## config.mk

```make
export PLATFORM = sky130hd
export DESIGN_NAME = wdog_timer
export DESIGN_NICKNAME = d
export VERILOG_FILES = /design/src/rtl/wdog_pkg.sv /design/src/rtl/wdog_regs.sv /design/src/rtl/wdog_prescale.sv /design/src/rtl/wdog_core.sv /design/src/rtl/wdog_timer.sv
export SDC_FILE = /design/constraint.sdc
export NUM_CORES = 1
export LEC_CHECK = 0
export ABC_CLOCK_PERIOD_IN_PS = 1900
export BUFFER_PORTS_ARGS = -buffer_cell sky130_fd_sc_hd__buf_2
export CAP_MARGIN = 30
export CELL_PAD_IN_SITES_DETAIL_PLACEMENT = 0
export CELL_PAD_IN_SITES_GLOBAL_PLACEMENT = 1
export CORE_MARGIN = 10
export CORE_UTILIZATION = 37
export DETAILED_ROUTE_END_ITERATION = 10
export HOLD_SLACK_MARGIN = 0.02
export PLACE_DENSITY = 0.83
export SLEW_MARGIN = 10
export SYNTH_ARGS = -nofsm -noshare
export SYNTH_HDL_FRONTEND = slang
export SYNTH_SLANG_ARGS = --single-unit
```

## constraint.sdc

```tcl
create_clock -name clk -period 1.9 [get_ports clk]
set_input_delay 0.57 -clock clk [delete_from_list [all_inputs] [get_ports clk]]
set_output_delay 0.57 -clock clk [all_outputs]
set_load 0.01 [all_outputs]
```

## src/rtl/wdog_pkg.sv

```systemverilog
package wdog_pkg;
    typedef enum logic [1:0] {
        ST_IDLE    = 2'd0,
        ST_COUNT   = 2'd1,
        ST_EXPIRED = 2'd2
    } wd_state_e;

    localparam logic [1:0] A_TIMEOUT = 2'd0;
    localparam logic [1:0] A_UNITS   = 2'd1;
    localparam logic [1:0] A_CTRL    = 2'd2;
    localparam logic [1:0] A_CFG     = 2'd3;

    localparam int CTRL_STATUS_BIT = 0;
    localparam int CTRL_FORCE_BIT  = 2;
endpackage

```

## src/rtl/wdog_regs.sv

```systemverilog
module wdog_regs
    import wdog_pkg::*;
#(
    parameter int VAL_W  = 8,
    parameter int NUM_EV = 3
) (
    input  logic              clk,
    input  logic              rst,
    input  logic              wr_en,
    input  logic [1:0]        addr,
    input  logic [VAL_W-1:0]  wdata,
    input  logic [NUM_EV-1:0] sys_evt,
    input  logic              status,
    output logic [VAL_W-1:0]  load_val,
    output logic              minutes,
    output logic              load_wr,
    output logic              ctrl_wr,
    output logic              wr_status,
    output logic              wr_force,
    output logic              event_hit,
    output logic [VAL_W-1:0]  rdata
);
    logic [NUM_EV-1:0] ev_en;

    assign load_wr   = wr_en && (addr == A_TIMEOUT);
    assign ctrl_wr   = wr_en && (addr == A_CTRL);
    assign wr_status = wdata[CTRL_STATUS_BIT];
    assign wr_force  = wdata[CTRL_FORCE_BIT];
    assign event_hit = |(sys_evt & ev_en);

    always_ff @(posedge clk) begin
        if (rst) begin
            load_val <= '0;
            minutes  <= 1'b0;
            ev_en    <= '0;
        end else if (wr_en) begin
            unique case (addr)
                A_TIMEOUT: load_val <= wdata;
                A_UNITS:   minutes  <= wdata[VAL_W-1];
                A_CFG:     ev_en    <= wdata[NUM_EV-1:0];
                default:   ;
            endcase
        end
    end

    always_comb begin
        rdata = '0;
        unique case (addr)
            A_TIMEOUT: rdata = load_val;
            A_UNITS:   rdata[VAL_W-1] = minutes;
            A_CTRL:    rdata[CTRL_STATUS_BIT] = status;
            A_CFG:     rdata[NUM_EV-1:0] = ev_en;
            default:   rdata = '0;
        endcase
    end

    // r2: a configuration write is visible on the next cycle
    p_cfg_write_r2: assert property (@(posedge clk) disable iff (rst)
        (wr_en && addr == A_CFG) |=> (ev_en == $past(wdata[NUM_EV-1:0])));
endmodule

```

## src/rtl/wdog_prescale.sv

```systemverilog
module wdog_prescale #(
    parameter int DIV = 60
) (
    input  logic clk,
    input  logic rst,
    input  logic clr,
    input  logic tick,
    input  logic minutes,
    output logic step
);
    localparam int CW = (DIV > 1) ? $clog2(DIV) : 1;
    localparam logic [CW-1:0] LAST = CW'(DIV - 1);

    logic [CW-1:0] cnt;
    logic          at_last;

    assign at_last = (cnt == LAST);
    assign step    = tick && (!minutes || at_last);

    always_ff @(posedge clk) begin
        if (rst || clr) begin
            cnt <= '0;
        end else if (tick && minutes) begin
            cnt <= at_last ? '0 : cnt + CW'(1);
        end
    end

    p_presc_range_r5: assert property (@(posedge clk) disable iff (rst)
        cnt <= LAST);

    p_presc_clear_r5: assert property (@(posedge clk) disable iff (rst)
        clr |=> (cnt == '0));
endmodule

```

## src/rtl/wdog_core.sv

```systemverilog
module wdog_core
    import wdog_pkg::*;
#(
    parameter int VAL_W = 8
) (
    input  logic             clk,
    input  logic             rst,
    input  logic [VAL_W-1:0] new_val,
    input  logic [VAL_W-1:0] load_val,
    input  logic             load_wr,
    input  logic             ctrl_wr,
    input  logic             wr_status,
    input  logic             wr_force,
    input  logic             event_hit,
    input  logic             step,
    output logic             status
);
    localparam logic [VAL_W-1:0] ONE = VAL_W'(1);

    wd_state_e        state, state_n;
    logic [VAL_W-1:0] cnt, cnt_n;
    logic             status_n;
    logic             run_out;

    assign run_out = (state == ST_COUNT) && step && (cnt == ONE);

    always_ff @(posedge clk) begin
        if (rst) begin
            state  <= ST_IDLE;
            cnt    <= '0;
            status <= 1'b0;
        end else begin
            state  <= state_n;
            cnt    <= cnt_n;
            status <= status_n;
        end
    end

    always_comb begin
        state_n  = state;
        cnt_n    = cnt;
        status_n = status;
        if (load_wr) begin
            cnt_n   = new_val;
            state_n = (new_val != '0) ? ST_COUNT : ST_IDLE;
        end else if (ctrl_wr && wr_force) begin
            cnt_n   = '0;
            state_n = ST_EXPIRED;
        end else if (event_hit) begin
            cnt_n   = load_val;
            state_n = (load_val != '0) ? ST_COUNT : ST_IDLE;
        end else begin
            unique case (state)
                ST_IDLE:    ;
                ST_COUNT: begin
                    if (step) begin
                        cnt_n = cnt - ONE;
                        if (cnt == ONE) state_n = ST_EXPIRED;
                    end
                end
                ST_EXPIRED: ;
                default:    state_n = ST_IDLE;
            endcase
        end

        if (ctrl_wr)        status_n = wr_status || wr_force;
        else if (load_wr)   status_n = status;
        else if (event_hit) status_n = 1'b0;
        else if (run_out)   status_n = 1'b1;
    end

    p_load_start_r4: assert property (@(posedge clk) disable iff (rst)
        (load_wr && new_val != '0) |=> (state == ST_COUNT && cnt == $past(new_val)));

    p_run_out_r6: assert property (@(posedge clk) disable iff (rst)
        (run_out && !load_wr && !ctrl_wr && !event_hit) |=> (status && state == ST_EXPIRED));

    p_hold_expired_r6: assert property (@(posedge clk) disable iff (rst)
        (state == ST_EXPIRED && !load_wr && !ctrl_wr && !event_hit) |=> (state == ST_EXPIRED && cnt == '0));

    p_event_clear_r8: assert property (@(posedge clk) disable iff (rst)
        (event_hit && !load_wr && !ctrl_wr) |=> (!status && cnt == $past(load_val)));

    p_force_r9: assert property (@(posedge clk) disable iff (rst)
        (ctrl_wr && wr_force) |=> (status && cnt == '0));

    p_idle_quiet_r3: assert property (@(posedge clk) disable iff (rst)
        (state == ST_IDLE && !ctrl_wr) |=> !$rose(status));
endmodule

```

## src/rtl/wdog_timer.sv

```systemverilog
module wdog_timer
    import wdog_pkg::*;
#(
    parameter int VAL_W  = 8,
    parameter int NUM_EV = 3,
    parameter int DIV    = 60
) (
    input  logic              clk,
    input  logic              rst,
    input  logic              tick_1s,
    input  logic [NUM_EV-1:0] sys_evt,
    input  logic              wr_en,
    input  logic [1:0]        addr,
    input  logic [VAL_W-1:0]  wdata,
    output logic [VAL_W-1:0]  rdata,
    output logic              irq
);
    logic [VAL_W-1:0] load_val;
    logic minutes, load_wr, ctrl_wr, wr_status, wr_force, event_hit;
    logic step, status;

    wdog_regs #(.VAL_W(VAL_W), .NUM_EV(NUM_EV)) u_regs (
        .clk(clk), .rst(rst), .wr_en(wr_en), .addr(addr), .wdata(wdata),
        .sys_evt(sys_evt), .status(status), .load_val(load_val),
        .minutes(minutes), .load_wr(load_wr), .ctrl_wr(ctrl_wr),
        .wr_status(wr_status), .wr_force(wr_force), .event_hit(event_hit),
        .rdata(rdata)
    );

    wdog_prescale #(.DIV(DIV)) u_presc (
        .clk(clk), .rst(rst), .clr(load_wr || event_hit), .tick(tick_1s),
        .minutes(minutes), .step(step)
    );

    wdog_core #(.VAL_W(VAL_W)) u_core (
        .clk(clk), .rst(rst), .new_val(wdata), .load_val(load_val),
        .load_wr(load_wr), .ctrl_wr(ctrl_wr), .wr_status(wr_status),
        .wr_force(wr_force), .event_hit(event_hit), .step(step),
        .status(status)
    );

    assign irq = status;
endmodule

```

* After elaboration in Yosys (flattened, before gate mapping) *
Cells that the tools add are included.

operators by class
  reduce and logical (&&, ||, !) cells = 27
  equality and inequality tests = 11
  bitwise gates (word level) = 1
  $add $sub $neg = 2
  mux-type cells = 22

operator list
  kind                                                    count
  two-way mux 8 bit                                       5
  nonzero test 8 bit                                      2
  two-way mux 2 bit                                       5
  AND reduction 2 bit                                     5
  == test 8 x 1 -> 1 bit (second input constant)          1
  case mux 2 bit (2 select lines)                         2
  nonzero test 4 bit                                      2
  subtractor 8 x 1 -> 8 bit (second input constant)       1
  logical AND 1 bit                                       7
  adder 6 x 1 -> 6 bit (second input constant)            1
  == test 2 bit (second input constant)                   3
  == test 6 bit (second input constant)                   1
  two-way mux 1 bit                                       6
  two-way mux 6 bit                                       1
  inequality test 5 x 4 -> 1 bit (second input constant)  1
  inequality test 5 bit (second input constant)           1
  == test 2 x 1 -> 1 bit (second input constant)          2
  logical NOT 2 bit                                       2
  logical OR 1 bit                                        4
  two-way mux 4 bit                                       1
  inequality test 4 x 1 -> 1 bit (second input constant)  1
  AND 3 bit                                               1
  case mux 1 bit (3 select lines)                         1
  AND reduction 3 bit                                     1
  other kinds (6)                                         6

word-level totals
  flip-flop bits (word level) = 29
  input port bits = 17

* Longest topological paths before layout *
  depth after elaboration = 9
  gate-level depth with buffers = 8

* Hierarchy *
Synthesis repeated with hierarchy kept, for this count alone.

unflattened totals
  cells, all modules = 213
  area total of the unflattened synthesis = 1856.8 um^2

modules (own cells, without submodules)
  module         area each (um^2)  cells each  instances
  wdog_core      788.3             95          1
  wdog_regs      749.5             80          1
  wdog_prescale  312.8             37          1
  wdog_timer     6.3               1           1

* Worst setup path after synthesis *
Ideal clock, no wire load.

  path type = in2out
  start point = input port addr[0]
  end point = output port rdata[0]
  stages on the path = 5
  data required time = 1.330 ns
  path slack = -0.016 ns
  buffers on the path = 1
  data arrival time = 1.346 ns
  path through = inv_1 > ha_1 > clkbuf_1 > a222oi_1 > nor2_1

between the ends
  word-level cells in the longest chain between the ends = 2
  elaborated cells between the ends (all ways) = 4
  classes of those cells = 2 x eq/ne; 1 x mux; 1 x reduce/logical

ends and longest elaborated chain
  element                                             line              text
  from (decl)                                         wdog_timer.sv:13  input logic [1:0] addr,
  == test 2 bit or logical NOT 2 bit (tied branches)  wdog_regs.sv:48   unique case (addr)
  case mux 1 bit (3 select lines) *                   wdog_regs.sv:48
  to (decl)                                           wdog_timer.sv:15  output logic [VAL_W-1:0] rdata,

Mark *: on every way between the ends. The rest lies on a longest branch, timed or not.

* Worst setup path after layout *
  start point = input port addr[0]
  end point = output port rdata[7]

between the ends
  word-level cells in the longest chain between the ends = 2
  elaborated cells between the ends (all ways) = 3
  classes of those cells = 1 x eq/ne; 1 x mux; 1 x reduce/logical

ends and longest elaborated chain
  element                                                      line
  == test 2 x 1 -> 1 bit or logical NOT 2 bit (tied branches)  wdog_regs.sv:48
  case mux 1 bit (2 select lines) *                            wdog_regs.sv:48

Marked as above.

==> impl_metrics.json <==
{
  "syn-instance-count": 211,
  "synth_edf_count": 0,
  "worstPathArrival_ps": 1390,
  "core_area_sq_mm": 0.00438,
  "drive_gt1_frac": 0.271,
  "hold_violations": 0,
  "wirelength_microns": 4730,
  "synth_commonest_cells": "35 x nand2_1, 29 x dfxtp_1, 20 x a21oi_1",
  "rows": 24,
  "crit_slowest_cell": "a22o_1",
  "track_usage": 0.123,
  "setup_viol": 2,
  "hold_slack_ps": 474,
  "ir_worst_vdd_mv": 0.454,
  "grt_overflow": 0,
  "die_y_microns": 87.6,
  "dp.cells": 297,
  "n_fill_cell": 424,
  "endpoint_kind": "primary output",
  "grt_pass1_vias": 1622,
  "dieArea_sq_mm": 0.00768,
  "drc": 0,
  "syn_avg_cell_area_sq_um": 8.02,
  "gp_congestion": 0.777,
  "internal_power_mw": 1.16,
  "critPathLaunchType": "input port",
  "finalMaxSlewViolations": 0,
  "synth_area_leaders": "dfxtp_1 34%, nand2_1 7.8%, a21oi_1 5.9%",
  "async_reset_ff_frac": 0,
  "grt_pass1_wl_microns": 7620,
  "post_drt_wl_per_cell_microns": 15.4,
  "cts_buffer_depth": 2,
  "crit_end": "rdata[7]",
  "synth_seq_cells": 29,
  "clock_tree.root_cell": "clkbuf_8",
  "cap_viol_max_count": 0,
  "power_density_mw_per_mm2": 745,
  "switchingPower_uw": 466,
  "hpwlAfterDp_microns": 3530,
  "violations": "setup timing",
  "post-route-min-period_ps": 1960,
  "yosys.area.top_type_share": 0.343,
  "rsz0062_at_grt": "yes",
  "vias_per_cell": 5.64,
  "setup_slack_ps": -60.5,
  "synth_top_cell_by_area": "dfxtp_1",
  "syn_to_final_growth_pct": 29.4,
  "die_x_microns": 87.6,
  "numCtsBuffers": 5,
  "pin_count": 26,
  "r2r_slack_ps": 200,
  "power.total_mw": 1.63,
  "drt-initial-drc-count": 98,
  "whs_path_depth": 2,
  "r2r_end": "u_core.state[1]$_SDFFE_PP0P_",
  "slew_headroom": 0.710,
  "instances_no_fill": 307,
  "fmax_ghz": 0.510,
  "p_leak_nw": 0.840,
  "tightestPinTransition_ps": 435,
  "synth_area_sq_mm": 0.00169,
  "synth.distinct_cells": 48,
  "min_path_type": "register to register",
  "clkTransAtPathRegs_ps": 60,
  "cp_max_fo": 3,
  "sw_frac_of_total": 0.286,
  "fin_worst_skew_ps": 5.53,
  "yosys_most_used_dff": "dfxtp_1",
  "path_class": "input port to primary output",
  "r2r_start": "u_core.cnt[3]$_SDFFE_PP0P_",
  "start_util": 0.386,
  "ctsHoldBuffers": 0,
  "antenna_cells": 0,
  "path_cells": "buf_8 -> buf_6 -> buf_4 -> ha_4 -> a22o_1 -> buf_2",
  "dr.pass1.iters": 5,
  "clkPwrFrac": 0.342,
  "htree_levels": 2,
  "seqPwrFrac": 0.424,
  "crit_start": "addr[0]",
  "synth_nets": 235,
  "synth_most_common_cell": "nand2_1",
  "cts_tree": "built",
  "grt_start_max_net_pins": 18,
  "p_comb_frac": 0.235,
  "clock_sinks": 29,
  "slowest_delay_ps": 170,
  "final_nets": 278,
  "antenna_found_initial": 0,
  "synth-warning-count": 0,
  "required_ps": 1330,
  "ant_nets": 0,
  "status": "finished with violations",
  "ys_seq_area_frac": 0.343,
  "vias": 1731,
  "portBuffers": 25,
  "insertion_delay_ps": 280,
  "reg2reg_depth": 4,
  "finalCritPeriodShare": 1.03
}
==> cell type report <==
| cell class | instances | area, sq um | share of cell area |
|---|---|---|---|
| Clock buffer | 7 | 96.3 | 0.0440 |
| Clock inverter | 1 | 5.00 | 0.00229 |
| Inverter | 5 | 26.3 | 0.0120 |
| Multi-Input combinational cell | 166 | 1100 | 0.501 |
| Sequential cell | 29 | 581 | 0.265 |
| Tap cell | 52 | 65.1 | 0.0297 |
| Timing Repair Buffer | 47 | 318 | 0.145 |
==> layout by cell type (no fill, tap or decap), types with 8 or more instances in the layout <==
cell | Yosys | layout
nor2_1 | 9 | 9
a21oi_1 | 20 | 20
nand2_1 | 35 | 35
dfxtp_1 | 29 | 29
nand3_1 | 11 | 11
buf_4 | 0 | 20
buf_2 | 3 | 23
nor3_1 | 10 | 10
o211ai_1 | 8 | 8
==> stage by stage <==
stage	cell area, sq um	util	worst slack, ps	setup TNS (ps)
after floorplan	1690	-	6.72	0
after global placement	1990	0.453	-137	-1210
after detailed placement	1990	0.453	-146	-1720
after CTS	2150	0.491	-62.2	-84.0
after global routing	2190	0.499	-140	-249
final	2190	0.499	-60.5	-88.2
==> worst min path at each step <==
| stage | from | to | slack, ps |
|---|---|---|---|
| 2_1_floorplan | u_regs.ev_en[0]$_SDFFE_PP0P_ | u_regs.ev_en[0]$_SDFFE_PP0P_ | 450 |
| 3_3_place_gp | u_presc.cnt[1]$_SDFFE_PP0P_ | u_presc.cnt[1]$_SDFFE_PP0P_ | 460 |
| 3_5_place_dp | u_presc.cnt[1]$_SDFFE_PP0P_ | u_presc.cnt[1]$_SDFFE_PP0P_ | 470 |
| 4_1_cts | u_presc.cnt[1]$_SDFFE_PP0P_ | u_presc.cnt[1]$_SDFFE_PP0P_ | 470 |
| 5_1_grt | u_presc.cnt[1]$_SDFFE_PP0P_ | u_presc.cnt[1]$_SDFFE_PP0P_ | 500 |
| 6_report | u_presc.cnt[1]$_SDFFE_PP0P_ | u_presc.cnt[1]$_SDFFE_PP0P_ | 470 |
==> sequential cells by signal, summed over array words and instances (netlist names) <==
| signal | cells |
|---|---|
| u_regs.load_val | 8 |
| u_core.cnt | 8 |
| u_presc.cnt | 6 |
| u_regs.minutes | 1 |
| u_core.status | 1 |
| u_core.state | 2 |
| u_regs.ev_en | 3 |
==> per-layer routing <==
layer  routed length, microns  vias to the layer above  global-route usage
met5                        0                        -                   0
met4                       52                        0              0.0435
met3                      210                        6              0.0334
met2                     2200                       47               0.197
met1                     2270                      805               0.154
li1                         -                      873                   -
==> kinds of logic (layout without fill, tap and decap cells) <==
logic type                 count (synthesis)  count (layout)  share of synthesized area
AOI/OAI and AO/OA                         63              63                      0.270
and+or+nand+nor                           92              92                      0.277
buffers and inverters                     16              60                     0.0377
adders and majority gates                  7               7                     0.0518
xor gates and xnor gates                   4               4                     0.0207
DFF                                       29              29                      0.343
==> what timing repair did <==
action / in CTS / in global routing
endpoints found under the setup margin: 8 / 8
pin swaps: 4 / 6
gates resized for setup: 16 / 5
buffers inserted: 0 / 2
==> power by group through the flow <==
| stage | combinational, mW | sequential (mW) | clock, mW |
|---|---|---|---|
| 2_1_floorplan | 0.260 | 0.692 | 0 |
| 3_3_place_gp | 0.357 | 0.704 | 0 |
| 3_5_place_dp | 0.360 | 0.705 | 0 |
| 4_1_cts | 0.375 | 0.691 | 0.567 |
| 5_1_grt | 0.425 | 0.698 | 0.590 |
| 6_report | 0.382 | 0.691 | 0.557 |
==> worst max-delay path: cells and delay by family <==
kind / cells / cell delay, ps
AO/OA/AOI/OAI: 1 / 170
adder cells (fa/ha/maj): 1 / 160
buffers and inverters: 4 / 480
(Power assumes the default switching activity.)
